File: src/rtl/ddr2_refresh_exit_timer.sv
module ddr2_refresh_exit_timer #(
  parameter int CLK_PS        = 20000,
  parameter int REFI_NORM_PS  = 7800000,
  parameter int REFI_EXT_PS   = 3900000,
  parameter int RFC_PS        = 105000,
  parameter int SR_MARGIN_PS  = 10000,
  parameter int SR_RD_CYC     = 200,
  parameter int PD_EXIT_CYC   = 2,
  parameter int SLOW_RD_BASE  = 6,
  parameter int CKE_MIN_CYC   = 3,
  parameter int MAX_OWED      = 8
) (
  input  logic       clk,
  input  logic       rst_n,
  input  logic       temp_ext,
  input  logic [2:0] add_lat,
  input  logic       cke,
  input  logic       cmd_valid,
  input  logic [2:0] cmd_kind,
  input  logic       ref_ack,
  output logic       ref_req,
  output logic       cmd_ok,
  output logic       rd_ok,
  output logic       cke_viol
);

  localparam int REFI_N_CYC = REFI_NORM_PS / CLK_PS;
  localparam int REFI_E_CYC = REFI_EXT_PS / CLK_PS;
  localparam int SR_NR_CYC  = (RFC_PS + SR_MARGIN_PS + CLK_PS - 1) / CLK_PS;
  localparam int MAX_A      = (SR_RD_CYC > SR_NR_CYC) ? SR_RD_CYC : SR_NR_CYC;
  localparam int MAX_B      = (PD_EXIT_CYC > SLOW_RD_BASE) ? PD_EXIT_CYC : SLOW_RD_BASE;
  localparam int EXIT_MAX   = (MAX_A > MAX_B) ? MAX_A : MAX_B;
  localparam int IVL_W      = $clog2(REFI_N_CYC + 1);
  localparam int EXIT_W     = $clog2(EXIT_MAX + 1);
  localparam int OWE_W      = $clog2(MAX_OWED + 1);
  localparam int RUN_W      = $clog2(CKE_MIN_CYC + 1);

  localparam logic [1:0] X_FAST = 2'd0;
  localparam logic [1:0] X_SLOW = 2'd1;
  localparam logic [1:0] X_SELF = 2'd2;

  logic [IVL_W-1:0]  ivl;
  logic [OWE_W-1:0]  owed;
  logic [EXIT_W-1:0] nr_cnt, rd_cnt, nr_len, rd_len, slow_rd;
  logic [RUN_W-1:0]  run;
  logic [1:0]        exit_kind;
  logic              cke_q;

  wire tick  = (ivl == '0);
  wire take  = ref_ack && ref_req;
  wire waken = cke && !cke_q;

  assign cmd_ok  = cke_q && (nr_cnt == '0);
  assign rd_ok   = cmd_ok && (rd_cnt == '0);
  assign ref_req = cmd_ok && (owed != '0);

  // refresh interval and owed count
  always_ff @(posedge clk or negedge rst_n) begin
    if (!rst_n) begin
      ivl  <= IVL_W'(REFI_N_CYC - 1);
      owed <= '0;
    end else begin
      if (tick) ivl <= temp_ext ? IVL_W'(REFI_E_CYC - 1) : IVL_W'(REFI_N_CYC - 1);
      else      ivl <= ivl - IVL_W'(1);
      if (tick && !take) begin
        if (owed < OWE_W'(MAX_OWED)) owed <= owed + OWE_W'(1);
      end else if (take && !tick) begin
        owed <= owed - OWE_W'(1);
      end
    end
  end

  // exit type latch
  always_ff @(posedge clk or negedge rst_n) begin
    if (!rst_n) exit_kind <= X_FAST;
    else if (cmd_valid) begin
      case (cmd_kind)
        3'd2:    exit_kind <= X_SELF;
        3'd3:    exit_kind <= X_FAST;
        3'd4:    exit_kind <= X_SLOW;
        default: exit_kind <= exit_kind;
      endcase
    end
  end

  always_comb begin
    int w;
    w = SLOW_RD_BASE - int'(add_lat);
    if (w < 1) w = 1;
    slow_rd = EXIT_W'(w);
  end

  always_comb begin
    case (exit_kind)
      X_SELF:  begin nr_len = EXIT_W'(SR_NR_CYC);   rd_len = EXIT_W'(SR_RD_CYC);   end
      X_SLOW:  begin nr_len = EXIT_W'(PD_EXIT_CYC); rd_len = slow_rd;              end
      default: begin nr_len = EXIT_W'(PD_EXIT_CYC); rd_len = EXIT_W'(PD_EXIT_CYC); end
    endcase
  end

  // exit wait counters
  always_ff @(posedge clk or negedge rst_n) begin
    if (!rst_n) begin
      nr_cnt <= '0;
      rd_cnt <= '0;
    end else if (waken) begin
      nr_cnt <= nr_len - EXIT_W'(1);
      rd_cnt <= rd_len - EXIT_W'(1);
    end else begin
      if (nr_cnt != '0) nr_cnt <= nr_cnt - EXIT_W'(1);
      if (rd_cnt != '0) rd_cnt <= rd_cnt - EXIT_W'(1);
    end
  end

  // clock-enable pulse width monitor
  always_ff @(posedge clk or negedge rst_n) begin
    if (!rst_n) begin
      cke_q    <= 1'b0;
      run      <= RUN_W'(CKE_MIN_CYC);
      cke_viol <= 1'b0;
    end else begin
      cke_q <= cke;
      if (cke != cke_q) begin
        cke_viol <= (run < RUN_W'(CKE_MIN_CYC));
        run      <= RUN_W'(1);
      end else begin
        cke_viol <= 1'b0;
        if (run < RUN_W'(CKE_MIN_CYC)) run <= run + RUN_W'(1);
      end
    end
  end

  p_req_gated_r3: assert property (@(posedge clk) disable iff (!rst_n)
    ref_req |-> cmd_ok);
  p_owed_cap_r4: assert property (@(posedge clk) disable iff (!rst_n)
    owed <= OWE_W'(MAX_OWED));
  p_req_after_high_r5: assert property (@(posedge clk) disable iff (!rst_n)
    ref_req |-> $past(cke));
  p_exit_blocked_r8: assert property (@(posedge clk) disable iff (!rst_n)
    (cke && !$past(cke)) |=> !cmd_ok);
  p_rd_gated_r9: assert property (@(posedge clk) disable iff (!rst_n)
    rd_ok |-> cmd_ok);
  p_viol_on_change_r10: assert property (@(posedge clk) disable iff (!rst_n)
    cke_viol |-> ($past(cke) != $past(cke, 2)));

endmodule

File: config.mk
export PLATFORM = sky130hd
export DESIGN_NAME = ddr2_refresh_exit_timer
export DESIGN_NICKNAME = d
export VERILOG_FILES = /design/src/rtl/ddr2_refresh_exit_timer.sv
export SDC_FILE = /design/constraint.sdc
export NUM_CORES = 1
export LEC_CHECK = 0
export ABC_AREA = 1
export ABC_CLOCK_PERIOD_IN_PS = 2300
export BUFFER_PORTS_ARGS = -buffer_cell sky130_fd_sc_hd__buf_2
export CORE_MARGIN = 4
export CORE_UTILIZATION = 33
export CTS_BUF_LIST = sky130_fd_sc_hd__clkbuf_8 sky130_fd_sc_hd__clkbuf_16
export DETAILED_ROUTE_END_ITERATION = 12
export SETUP_SLACK_MARGIN = 0.1
export SLEW_MARGIN = 40
export SYNTH_ARGS = -nofsm -noshare
export SYNTH_HDL_FRONTEND = slang
export SYNTH_SLANG_ARGS = --single-unit
File: constraint.sdc
create_clock -name clk -period 2.3 [get_ports clk]
set_input_delay 0.46 -clock clk [delete_from_list [all_inputs] [get_ports clk]]
set_output_delay 0.46 -clock clk [all_outputs]
set_load 0.05 [all_outputs]
## Word-level counts from Yosys, hierarchy flattened

Cells that the tools add are included.

- Flip-flop bits (word level): 35
- Input bits: 12
- Output and inout bits: 4
- Logic and storage cells: 66

- Add/subtract/negate cells: 9
- $lt $le $gt $ge: 3
- Eq/ne operators: 7
- Mux-type cells: 16
- Reduce and logical (&&, ||, !) cells: 23

Operators with widths:

| operator | number |
|---|---|
| $mux W8 | 5 |
| $sub A8 B1 Y8 const B | 4 |
| $mux W9 | 2 |
| $logic_not A8 Y1 | 2 |
| $pmux W8 S2 | 1 |
| $reduce_bool A8 Y1 | 2 |
| $mux W4 | 3 |
| $logic_not A9 Y1 | 1 |
| $sub A9 B1 Y9 const B | 1 |
| $reduce_bool A2 Y1 | 4 |
| $logic_and A1 B1 Y1 | 7 |
| $eq A3 B2 Y1 const B | 2 |
| $pmux W2 S3 | 1 |
| $add A4 B1 Y4 const B | 1 |
| $lt A4 B2 Y1 const B | 1 |
| $lt A4 B4 Y1 const B | 1 |
| $mux W2 | 2 |
| $reduce_and A2 Y1 | 2 |
| $reduce_bool A4 Y1 | 1 |
| $sub A3 B3 Y4 const A | 1 |
| $sub A4 B1 Y4 const B | 1 |
| $eq A3 B3 Y1 const B | 1 |
| $logic_not A1 Y1 | 3 |
| $mux W3 | 1 |
| 8 further kinds | 8 |

## Depth between registers and ports, before layout

Gate-level depths: netlist of the first run.

- Word-level depth: 8
- Depth in mapped cells: 15
- Gate-level depth less buffers: 15

## Worst setup path before layout of the first run

No wires, ideal clock.

- Path kind: register to output
- From: register nr_cnt[2]
- To: output port rd_ok
- Arrival: 1.860 ns
- Path slack: -0.020 ns
- Stages on the path, launching flop included: 6
- Cell sequence: dfrtp_1 nor2_2 nand2_1 nor2_4 nand2_1 nor3_1

- Word-level cells in the longest chain between the ends: 3

Ends and longest elaborated chain:

| what | RTL line | RTL |
|---|---|---|
| start: declaration | 44 | `logic [EXIT_W-1:0] nr_cnt, rd_cnt, nr_len, rd_len, slow_rd;` |
| start signal: assignment | 107 | `nr_cnt <= nr_len - EXIT_W'(1);` |
| start signal: assignment | 110 | `if (nr_cnt != '0) nr_cnt <= nr_cnt - EXIT_W'(1);` |
| $logic_not A8 Y1 | 53 | `assign cmd_ok = cke_q && (nr_cnt == '0);` |
| $logic_and A1 B1 Y1 | 53 |  |
| $logic_and A1 B1 Y1 | 54 | `assign rd_ok = cmd_ok && (rd_cnt == '0);` |
| end: declaration | 23 | `output logic rd_ok,` |

No other way between the ends.

## Final worst setup path of the first run

- From: register ivl[0]
- To: register owed[3]

- Word-level cells in the longest chain between the ends: 5

Ends and longest elaborated chain:

| what | RTL line | RTL |
|---|---|---|
| start: declaration | 42 | `logic [IVL_W-1:0] ivl;` |
| start signal: assignment | 60 | `ivl <= IVL_W'(REFI_N_CYC - 1);` |
| start signal: assignment | 63 | `if (tick) ivl <= temp_ext ? IVL_W'(REFI_E_CYC - 1) : IVL_W'(REFI_N_CYC - 1);` |
| start signal: assignment | 64 | `else ivl <= ivl - IVL_W'(1);` |
| $logic_not A9 Y1 * | 49 | `wire tick = (ivl == '0);` |
| $logic_not A1 Y1 | 67 | `end else if (take && !tick) begin` |
| $logic_and A1 B1 Y1 | 67 |  |
| $reduce_bool A2 Y1 (no line) | n/a |  |
| $reduce_and A2 Y1 (no line) | n/a |  |
| end signal: assignment | 66 | `if (owed < OWE_W'(MAX_OWED)) owed <= owed + OWE_W'(1);` |
| end signal: assignment | 68 | `owed <= owed - OWE_W'(1);` |
| end: declaration | 43 | `logic [OWE_W-1:0] owed;` |

Mark *: on every way between the ends. The rest lies on a longest branch, timed or not.
A chain may end at the register's enable or synchronous reset.

==> metrics.md, run 1 <==
| Metric | Value |
|---|---|
| Total power divided by cell area | `883 nW/µm²` |
| Fraction of registers with async set or reset after synthesis | `1.00` |
| Clk_lat worst skew | `290 ps` |
| Flip-flop and latch count after synthesis | `35` |
| Total via count after detailed routing | `1680` |
| Cells along the critical path | `inv_1, ha_1, inv_1, nor3_2, nand3_1, inv_2, nand2_2, ha_4, nand2_1, nand2_1, a31o_2, inv_1, nand2_1, nand2_1, nand3_1` |
| Placed Instances | `347` |
| Hold Buf Count CTS | `0` |
| Starting density of the core | `0.348` |
| Area fraction in compound gates after synthesis | `0.0836` |
| Final worst clock skew | `5.78 ps` |
| Area of the die | `7740 µm²` |
| Per-cell via count in the routed design | `4.73` |
| Count of cells along the worst register-to-register path | `15` |
| Post-route cell area | `2440 µm²` |
| Final cycle utilization of the critical path | `0.898` |
| Setup slack after layout | `235 ps` |
| Maximum fanout encountered on the critical timing path | `4` |
| Post-synthesis cell type count | `36` |
| Largest delay share family, worst path | `flip-flops` |
| Worst slew slack as a fraction of its limit | `0.708` |
| Number of max-slew violations in the final report | `0` |
| Routed wire length per instance | `11.0 µm` |
| Placer's final routability congestion estimate | `0.808` |
| Final std cells w/o fill | `355` |
| Root Buffer | `sky130_fd_sc_hd__clkbuf_8` |
| Detailed Routing Iterations Pass 1 | `4` |
| Most Frequent Cell on Critical Path | `sky130_fd_sc_hd__nand2_1` |
| Clock sink count | `35` |
| Syn_area_per_cell | `8.25 µm²` |
| Total GRT Usage | `0.114` |
| Share of the core filled with cells | `0.402` |
| Arrival time worst endpoint | `2240 ps` |
| Commonest cells after routing, fill and taps aside | `53 x sky130_fd_sc_hd__nand2_1, 35 x sky130_fd_sc_hd__inv_1, 29 x sky130_fd_sc_hd__nor2_1, 29 x sky130_fd_sc_hd__dfrtp_1, 16 x sky130_fd_sc_hd__nand3_1` |
| Final number of setup-violating endpoints | `0` |
| Wire length reported by the detailed router | `3910 µm` |
| Maximum clock path buffer count | `2` |
| Share of total power in the clock network | `0.268` |
| Count of input and output buffers | `15` |
| Post-detailed-route DRC marker count | `0` |
| Register share of total power | `0.394` |
| Hold Crit Class | `in -> async` |
| Vertical extent of the die | `88.0 µm` |
| Count of flip-flops with a built-in enable after synthesis | `0` |
| Detail Placement HPWL | `2960 µm` |
| Post-route antenna net violation count | `0` |
| Proportion of synthesized chip area in sequential cells | `0.418` |
| Reg clk slew, reported paths | `70 ps` |
| Max capacitance violation total | `0` |
| Number of stages on the worst setup path | `15` |
| Worst Max-Slew Pin Slew | `438 ps` |
| Synth Area in Adders | `0.0747` |
| Buf+Inv Stages, Crit Path | `4` |
| Parity-gate share of the synthesized area counting xor and xnor cells | `0.0498` |
| Peak Freq | `0.484 GHz` |
| Largest net degree at the start of global routing | `36` |
| Summed instance area of the synthesized netlist | `2110 µm²` |
| Layout-stage area growth over the synthesis result | `15.5%` |
| IO Pins | `16` |
| Row count | `28` |
| Initial antenna violation count | `0` |
| Post-synthesis mux area share | `0` |
| Unrepaired setup endpoints after global routing | `yes` |
| Kind of start point of the critical path | `flip-flop` |
| Final total negative setup slack | `0 ps` |
| Leading cell type in the layout, fill and taps excluded | `sky130_fd_sc_hd__nand2_1` |
| Via count of the first global-routing pass | `1613` |
| Static Leakage | `1.20 nW` |
| Placeable core region | `6060 µm²` |
| Instance area at placement | `2290 µm²` |
| Total net switching power | `0.757 mW` |
| Place WS | `152 ps` |
| Post-layout net count | `303` |
| R2R Setup Slk | `230 ps` |
| Main combinational cell family by area after synthesis | `simple AND/OR/NAND/NOR gates` |
| Final hold violations | `0` |
| Worst R2R End | `owed[3]` |
| GRT Residual Overflow | `0` |
| Worst supply voltage drop on vdd | `0.000431 V` |
| Global-route wire length before repair | `6900 µm` |
| Kind of critical path | `reg -> reg` |
| Worst setup startpoint | `ivl[0]` |
| CTS Buf Count | `5` |
| Antenna Cells | `0` |
| Drt first-iter violations | `68` |
| Cell with the largest stage delay on the worst path | `sky130_fd_sc_hd__dfstp_2` |
| Most used flip-flop cell after synthesis | `sky130_fd_sc_hd__dfrtp_1` |
| Post-Synthesis Cells | `256` |
| Chip width | `88.0 µm` |
| Switching share of power | `0.352` |
| Final worst path period need | `2070 ps` |
| Yosys warning total | `0` |
| Int Pwr | `1.40 mW` |
| Total power draw | `2.15 mW` |
| Start of the worst register-to-register path | `ivl[0]` |
| Number of H-tree branching levels | `2` |
| Simple-Gate Fraction of Synth Area | `0.298` |
| Maximum single-stage delay on the critical path | `530 ps` |
| Critical path endpoint category | `flip-flop` |
| Status | `completed` |
| Comb pwr share | `0.338` |
| Post-Route Hold Slack | `110 ps` |
| Data required, critical path | `2480 ps` |
| Clock tree from TritonCTS | `done` |
| Synth Net Count | `280` |
| CP Capture Point | `owed[3]` |
| Fraction of final layout cells with drive strength greater than 1 | `0.229` |
-- synth_stat cells (5+ instances only) --
master,count,area share
sky130_fd_sc_hd__ha_1,11,0.065
sky130_fd_sc_hd__nand2_1,55,0.098
sky130_fd_sc_hd__inv_1,35,0.062
sky130_fd_sc_hd__xnor2_1,5,0.021
sky130_fd_sc_hd__xor2_1,7,0.029
sky130_fd_sc_hd__dfstp_2,6,0.075
sky130_fd_sc_hd__dfrtp_1,29,0.34
sky130_fd_sc_hd__nand3_1,16,0.038
sky130_fd_sc_hd__o21ai_0,9,0.021
sky130_fd_sc_hd__nand2_2,5,0.015
sky130_fd_sc_hd__nor2_1,29,0.052
sky130_fd_sc_hd__a21oi_1,9,0.021
-- timing repair --
| action | 4_1_cts | 5_1_grt |
|---|---|---|
| gates resized for setup | 0 | 7 |
| endpoints found under the setup margin | 0 | 5 |
| setup buffers | 0 | 0 |
-- layer usage --
layer	global-route usage	up-vias	wire, µm
met3	0.0245	6	110
met1	0.141	788	1890
li1	-	866	-
met2	0.188	20	1850
met4	0.0544	0	55
met5	0	-	0
-- kinds of logic after synthesis --
| family | count (synthesis) |
|---|---|
| fa+ha+maj | 12 |
| compound gates | 28 |
| flops | 35 |
| simple gates | 129 |
| buf+inv | 40 |
| xor+xnor | 12 |
-- worst reg2reg max path, stage by stage (launching register included) --
cell and delay, ps:
sky130_fd_sc_hd__dfstp_2 530, sky130_fd_sc_hd__inv_1 70, sky130_fd_sc_hd__ha_1 190, sky130_fd_sc_hd__inv_1 90
sky130_fd_sc_hd__nor3_2 50, sky130_fd_sc_hd__nand3_1 100, sky130_fd_sc_hd__inv_2 50, sky130_fd_sc_hd__nand2_2 110
sky130_fd_sc_hd__ha_4 220, sky130_fd_sc_hd__nand2_1 50, sky130_fd_sc_hd__nand2_1 40, sky130_fd_sc_hd__a31o_2 220
sky130_fd_sc_hd__inv_1 70, sky130_fd_sc_hd__nand2_1 50, sky130_fd_sc_hd__nand2_1 60, sky130_fd_sc_hd__nand3_1 60
-- power by group through the flow --
stage          clock (mW)  combinational, mW  sequential (mW)
6_report            0.576              0.728            0.848
5_1_grt             0.617              0.833            0.868
4_1_cts             0.592              0.726            0.849
3_5_place_dp            0              0.721            0.860
3_3_place_gp            0              0.711            0.859
2_1_floorplan           0              0.572            0.857
-- sequential cells by signal (all words and copies together) (netlist names) --
register	flops
cke_viol	1
cke_q	1
nr_cnt	8
rd_cnt	8
run	2
owed	4
ivl	9
exit_kind	2
-- how the worst min path moves through the flow --
stage	startpoint	to	slack [ps]	cells after the start
floorplan	rst_n	cke_q	160	0
global placement	run[1]	run[1]	500	2
detailed placement	run[1]	run[1]	500	2
CTS	rst_n	owed[3]	270	1
global route	rst_n	ivl[1]	140	1
finish	rst_n	ivl[5]	110	1
-- final cells by class --
class / count / area, µm²
fillers: 607 / 3620
multi-input cells: 181 / 1090
flip-flops and latches: 35 / 883
inverters: 38 / 143
repair buffers: 18 / 106
well taps: 75 / 93.8
clock buffers: 6 / 82.6
clock inverters: 2 / 35.0
No activity file was read; power rests on OpenSTA's default activity.
==> run 2, diff against run 1 <==
--- a/config.mk
+++ b/config.mk
@@ -8,6 +8,7 @@
 export ABC_AREA = 1
 export ABC_CLOCK_PERIOD_IN_PS = 2300
 export BUFFER_PORTS_ARGS = -buffer_cell sky130_fd_sc_hd__buf_2
+export CORE_ASPECT_RATIO = 1.5
 export CORE_MARGIN = 4
 export CORE_UTILIZATION = 33
 export CTS_BUF_LIST = sky130_fd_sc_hd__clkbuf_8 sky130_fd_sc_hd__clkbuf_16
==> metrics.md, run 2 (synthesis gave the netlist of run 1 again) <==
| Metric | Value |
|---|---|
| Start of the worst register-to-register path | `ivl[0]` |
| Placed Instances | `345 (-0.58%)` |
| Worst Max-Slew Pin Slew | `450 ps (+11.6 ps)` |
| Clk_lat worst skew | `280 ps (about the same)` |
| CTS Buf Count | `5 (unchanged)` |
| Post-route cell area | `2390 µm² (-1.8%)` |
| Post-route antenna net violation count | `0 (unchanged)` |
| CP Capture Point | `rd_ok` |
| Worst supply voltage drop on vdd | `0.000254 V (-41%)` |
| Total power divided by cell area | `833 nW/µm² (-5.6%)` |
| Maximum fanout encountered on the critical timing path | `6 (+2)` |
| Static Leakage | `1.18 nW (-0.99%)` |
| Layout-stage area growth over the synthesis result | `13.4%` |
| Post-Route Hold Slack | `120 ps (+10.3 ps)` |
| Detailed Routing Iterations Pass 1 | `4 (unchanged)` |
| Largest net degree at the start of global routing | `36 (unchanged)` |
| Final total negative setup slack | `0 ps (unchanged)` |
| Detail Placement HPWL | `3080 µm (+3.9%)` |
| Root Buffer | `sky130_fd_sc_hd__clkbuf_8` |
| Vertical extent of the die | `106 µm (+20%)` |
| Status | `completed` |
| Per-cell via count in the routed design | `4.62 (-2.4%)` |
| Total power draw | `1.99 mW (-7.3%)` |
| IO Pins | `16 (unchanged)` |
| Final std cells w/o fill | `354 (-0.28%)` |
| Arrival time worst endpoint | `1580 ps (-660 ps)` |
| Total via count after detailed routing | `1635 (-2.7%)` |
| Post-layout net count | `303 (unchanged)` |
| Number of filler instances in the final layout | `642 (+5.8%)` |
| Count of input and output buffers | `15 (unchanged)` |
| Unrepaired setup endpoints after global routing | `yes` |
| Place WS | `53.0 ps (-99.2 ps)` |
| Number of H-tree branching levels | `2 (unchanged)` |
| Hold Crit Class | `in -> async` |
| Row count | `35 (+25%)` |
| Drt first-iter violations | `93 (+37%)` |
| Antenna Cells | `0 (unchanged)` |
| Initial antenna violation count | `0 (unchanged)` |
| Clock tree from TritonCTS | `done` |
| Metal3 WL | `123 µm (+12%)` |
| Fraction of final layout cells with drive strength greater than 1 | `0.221 (-0.00714)` |
| Final worst path period need | `2040 ps (-26.3 ps)` |
| Worst slew slack as a fraction of its limit | `0.700 (-0.00771)` |
| Total GRT Usage | `0.119 (+0.00472)` |
| Maximum clock path buffer count | `2 (unchanged)` |
| GRT Residual Overflow | `0 (unchanged)` |
| Final cycle utilization of the critical path | `0.886 (-0.0114)` |
| Final number of setup-violating endpoints | `0 (unchanged)` |
| Max reg flops | `9 (unchanged)` |
| Kind of start point of the critical path | `flip-flop` |
| Placeable core region | `6170 µm² (+1.9%)` |
| R2R Setup Slk | `270 ps (+40 ps)` |
| Setup slack after layout | `261 ps (+26.3 ps)` |
| Wire length reported by the detailed router | `4060 µm (+3.8%)` |
| Share of the core filled with cells | `0.388 (-0.0145)` |
| Peak Freq | `0.490 GHz (+1.3%)` |
| Count of cells along the worst register-to-register path | `15 (unchanged)` |
| Highest layer used for signal routing | `met4` |
| Worst setup startpoint | `nr_cnt[5]` |
| Register with the most flip-flops | `ivl` |
| Detailed-routing wirelength on met1 | `1800 µm (-5.2%)` |
| Worst R2R End | `owed[3]` |
| Met2 routed WL | `2060 µm (+12%)` |
| Area of the die | `7770 µm² (+0.34%)` |
| Critical path endpoint category | `output pin` |
| Instance area at placement | `2280 µm² (-0.38%)` |
| Kind of critical path | `reg -> out` |
| Commonest cells after routing, fill and taps aside | `54 x sky130_fd_sc_hd__nand2_1, 36 x sky130_fd_sc_hd__inv_1, 29 x sky130_fd_sc_hd__nor2_1, 29 x sky130_fd_sc_hd__dfrtp_1, 16 x sky130_fd_sc_hd__nand3_1` |
| Number of max-slew violations in the final report | `0 (unchanged)` |
| Global-route wire length before repair | `7280 µm (+5.5%)` |
| Starting density of the core | `0.342 (-0.00642)` |
| Leading cell type in the layout, fill and taps excluded | `sky130_fd_sc_hd__nand2_1` |
| Post-detailed-route DRC marker count | `0 (unchanged)` |
| Max capacitance violation total | `0 (unchanged)` |
| Clock sink count | `35 (unchanged)` |
| Placer's final routability congestion estimate | `0.784 (-3.0%)` |
| Data required, critical path | `1840 ps (-640 ps)` |
| Reg clk slew, reported paths | `70 ps (about the same)` |
| Largest registers | `ivl x9, nr_cnt x8, rd_cnt x8` |
| Final worst clock skew | `2.17 ps (-3.61 ps)` |
| Via count of the first global-routing pass | `1658 (+2.8%)` |
| Chip width | `73.3 µm (-17%)` |
| Routed wire length per instance | `11.5 µm (+4.1%)` |
| Final hold violations | `0 (unchanged)` |
run 2: changes by cell type in the layout (fill, tap and decap cells not counted), sizes merged:
cell    before  now
buf         18   17
bufinv       1    0
inv         37   39
run 2: final cells by class:
type	count	area, µm²	area share
Tap cell	74	92.6	0.0387
Sequential cell	35	883	0.369
Clock inverter	3	12.5	0.00523
Clock buffer	5	68.8	0.0288
Inverter	38	143	0.0596
Timing Repair Buffer	18	103	0.0429
Multi-Input combinational cell	181	1090	0.456
run 2: how the worst min path moves through the flow:
stage / startpoint / to / slack, ps
5_1_grt: rst_n / owed[2] / 150
4_1_cts: rst_n / ivl[1] / 280
3_3_place_gp: run[1] / run[1] / 490
6_report: rst_n / owed[2] / 120
2_1_floorplan: rst_n / cke_q / 160
3_5_place_dp: owed[3] / owed[3] / 490
run 2: metal layers:
metal | up-vias | GRT usage
met5 | - | 0
met4 | 0 | 0.0466
met3 | 6 | 0.0255
met2 | 22 | 0.202
met1 | 748 | 0.142
li1 | 859 | -
run 2: where the power goes:
group | switching, mW | internal, mW | total (mW)
registers | 0.0765 | 0.771 | 0.847
logic | 0.458 | 0.271 | 0.728
clock network | 0.215 | 0.203 | 0.419
total | 0.750 | 1.25 | 1.99
run 2: critical path, cell delays in order (launching register included):
cell	delay (ps)
sky130_fd_sc_hd__dfrtp_1	400
sky130_fd_sc_hd__nor2_1	90
sky130_fd_sc_hd__nand2_1	100
sky130_fd_sc_hd__nor2_4	130
sky130_fd_sc_hd__buf_4	150
sky130_fd_sc_hd__nand2_1	80
sky130_fd_sc_hd__nor3_2	100
sky130_fd_sc_hd__clkbuf_4	240
run 2: timing repair:
| action | in CTS | in global routing |
|---|---|---|
| hold buffers | 0 | 0 |
| setup buffers | 1 | 0 |
| resized for setup | 0 | 5 |
| endpoints found under the setup margin | 1 | 5 |
==> run 3, diff against run 2 <==
--- a/config.mk
+++ b/config.mk
@@ -6,7 +6,7 @@
 export NUM_CORES = 1
 export LEC_CHECK = 0
 export ABC_AREA = 1
-export ABC_CLOCK_PERIOD_IN_PS = 2300
+export ABC_CLOCK_PERIOD_IN_PS = 1800
 export BUFFER_PORTS_ARGS = -buffer_cell sky130_fd_sc_hd__buf_2
 export CORE_ASPECT_RATIO = 1.5
 export CORE_MARGIN = 4
==> constraint.sdc (replaced) <==
create_clock -name clk -period 1.8 [get_ports clk]
set_input_delay 0.36 -clock clk [delete_from_list [all_inputs] [get_ports clk]]
set_output_delay 0.36 -clock clk [all_outputs]
set_load 0.05 [all_outputs]
==> metrics.md, run 3 (synthesis gave the netlist of run 1 again) <==
| Metric | Value |
|---|---|
| Post-Route Hold Slack | `249 ps (+128 ps)` |
| Starting density of the core | `0.342 (unchanged)` |
| Static Leakage | `1.40 nW (+18%)` |
| Clk_lat worst skew | `280 ps (about the same)` |
| Final std cells w/o fill | `390 (+10%)` |
| Place WS | `-93.2 ps (-146 ps)` |
| Data required, critical path | `1970 ps (+130 ps)` |
| Worst setup startpoint | `ivl[1]` |
| Max reg flops | `9 (unchanged)` |
| Vertical extent of the die | `106 µm (unchanged)` |
| Total via count after detailed routing | `1841 (+13%)` |
| Post-route antenna net violation count | `0 (unchanged)` |
| Register with the most flip-flops | `ivl` |
| Peak Freq | `0.535 GHz` |
| Worst supply voltage drop on vdd | `0.000654 V (+160%)` |
| Unrepaired setup endpoints after global routing | `yes` |
| Reg clk slew, reported paths | `70 ps (about the same)` |
| Global-route wire length before repair | `7780 µm (+6.9%)` |
| Largest net degree at the start of global routing | `22 (-39%)` |
| Critical path endpoint category | `flip-flop` |
| Worst slew slack as a fraction of its limit | `0.759 (+0.0592)` |
| Clock tree from TritonCTS | `done` |
| Final total negative setup slack | `-239 ps (-239 ps)` |
| Fraction of final layout cells with drive strength greater than 1 | `0.392 (+0.171)` |
| Arrival time worst endpoint | `2040 ps (+460 ps)` |
| Number of max-slew violations in the final report | `0 (unchanged)` |
| R2R Setup Slk | `-70 ps (-340 ps)` |
| Start of the worst register-to-register path | `ivl[1]` |
| Final worst path period need | `1870 ps` |
| Final worst clock skew | `4.85 ps (+2.68 ps)` |
| Worst hold path depth | `1` |
| Hold Crit Class | `in -> reg` |
| Worst R2R End | `owed[3]` |
| Wire length reported by the detailed router | `4460 µm (+10%)` |
| Max capacitance violation total | `0 (unchanged)` |
| Clock sink count | `35 (unchanged)` |
| Kind of start point of the critical path | `flip-flop` |
| Root Buffer | `sky130_fd_sc_hd__clkbuf_8` |
| Worst hold path startpoint | `cke` |
| Row count | `35 (unchanged)` |
| CP Capture Point | `owed[3]` |
| Worst Max-Slew Pin Slew | `361 ps (-88.8 ps)` |
| Post-detailed-route DRC marker count | `0 (unchanged)` |
| Count of cells along the worst register-to-register path | `15 (unchanged)` |
| Final cycle utilization of the critical path | `1.04` |
| Final number of setup-violating endpoints | `5 (+5)` |
| Detail Placement HPWL | `3330 µm (+8.1%)` |
| Maximum fanout encountered on the critical timing path | `3 (-3)` |
| Number of H-tree branching levels | `2 (unchanged)` |
| IO Pins | `16 (unchanged)` |
| Leading cell type in the layout, fill and taps excluded | `sky130_fd_sc_hd__nand2_1` |
| Total GRT Usage | `0.125 (+0.00606)` |
| Violations in the final reports | `setup timing` |
| Post-layout net count | `339 (+12%)` |
| Placed Instances | `373 (+8.1%)` |
| Initial antenna violation count | `0 (unchanged)` |
| Per-cell via count in the routed design | `4.72 (+2.2%)` |
| Chip width | `73.3 µm (unchanged)` |
| Drt first-iter violations | `39 (-58%)` |
| Final hold violations | `0 (unchanged)` |
| Total power divided by cell area | `999 nW/µm² (+20%)` |
| Routed wire length per instance | `11.4 µm (-0.19%)` |
| Maximum clock path buffer count | `2 (unchanged)` |
| Antenna Cells | `0 (unchanged)` |
| GRT Residual Overflow | `0 (unchanged)` |
| Count of input and output buffers | `15 (unchanged)` |
| Placer's final routability congestion estimate | `0.809 (+3.1%)` |
| Kind of critical path | `reg -> reg` |
| Largest registers | `ivl x9, nr_cnt x8, rd_cnt x8` |
| Setup slack after layout | `-69.6 ps (-331 ps)` |
| Commonest cells after routing, fill and taps aside | `48 x sky130_fd_sc_hd__nand2_1, 32 x sky130_fd_sc_hd__buf_4, 29 x sky130_fd_sc_hd__inv_1, 29 x sky130_fd_sc_hd__dfrtp_1, 28 x sky130_fd_sc_hd__nor2_1` |
| CTS Buf Count | `5 (unchanged)` |
| Status | `finished, violations left` |
| Via count of the first global-routing pass | `1890 (+14%)` |
| Detailed Routing Iterations Pass 1 | `4 (unchanged)` |
| Area of the die | `7770 µm² (unchanged)` |
| Placeable core region | `6170 µm² (unchanged)` |
| Layout-stage area growth over the synthesis result | `35.7%` |
-- run 3: cell types whose count changed in the layout (fill, tap and decap cells not counted), sizes merged --
cell and change:
buf +36, clkbuf -1, dlygate4sd3 +1
-- run 3: layout make-up --
type / count / area, µm²
multi-input cells: 181 / 1230
clock inverters: 3 / 12.5
flip-flops and latches: 35 / 883
inverters: 38 / 149
well taps: 74 / 92.6
fillers: 594 / 3310
clock buffers: 5 / 68.8
repair buffers: 54 / 428
-- run 3: per-layer routing --
layer  global-route usage  vias to the layer above  wire length (µm)
met5                    0                        -                 0
li1                     -                      939                 -
met1                0.145                      861              1840
met3               0.0227                       13               150
met4               0.0531                        0               123
met2                0.218                       28              2350
-- run 3: timing repair --
item | 4_1_cts | 5_1_grt
setup buffers | 5 | 3
endpoints found under the hold margin | 12 | 0
gates resized for setup | 18 | 33
endpoints found under the setup margin | 13 | 12
hold buffers | 1 | 0
pin swaps | 6 | 16
-- run 3: power breakdown --
part | internal (mW) | leakage, nW | switching (mW) | total (mW)
logic | 0.543 | 0.921 | 0.685 | 1.23
clock network | 0.260 | 0.0505 | 0.287 | 0.548
registers | 0.985 | 0.429 | 0.103 | 1.09
total | 1.79 | 1.40 | 1.08 | 2.86
-- run 3: worst max-delay path, cell delays in order, from the launching register on --
cell	delay (ps)
sky130_fd_sc_hd__dfrtp_1	390
sky130_fd_sc_hd__inv_2	70
sky130_fd_sc_hd__ha_4	120
sky130_fd_sc_hd__inv_2	30
sky130_fd_sc_hd__nor3_2	150
sky130_fd_sc_hd__nand3_2	120
sky130_fd_sc_hd__inv_4	80
sky130_fd_sc_hd__nand2_4	60
sky130_fd_sc_hd__ha_4	220
sky130_fd_sc_hd__nand2_2	50
sky130_fd_sc_hd__nand2_1	40
sky130_fd_sc_hd__a31o_2	220
sky130_fd_sc_hd__inv_2	50
sky130_fd_sc_hd__nand2_1	50
sky130_fd_sc_hd__nand2_1	50
sky130_fd_sc_hd__nand3_1	50
-- run 3: how the worst min path moves through the flow --
stage / to / slack [ps]
global placement: ivl[3] / 290
floorplan: cke_q / 60
detailed placement: ivl[3] / 300
finish: cke_q / 250
CTS: cke_q / 240
global route: cke_q / 240
-- run 3: per-stage QoR --
stage / power [mW] / area (µm²) / utilization
after detailed placement: 2.14 / 2530 / 0.411
final: 2.86 / 2870 / 0.464
after CTS: 2.78 / 2730 / 0.442
after floorplan: 1.83 / 2150 / -
after global placement: 2.11 / 2530 / 0.411
after global routing: 3.10 / 2870 / 0.464
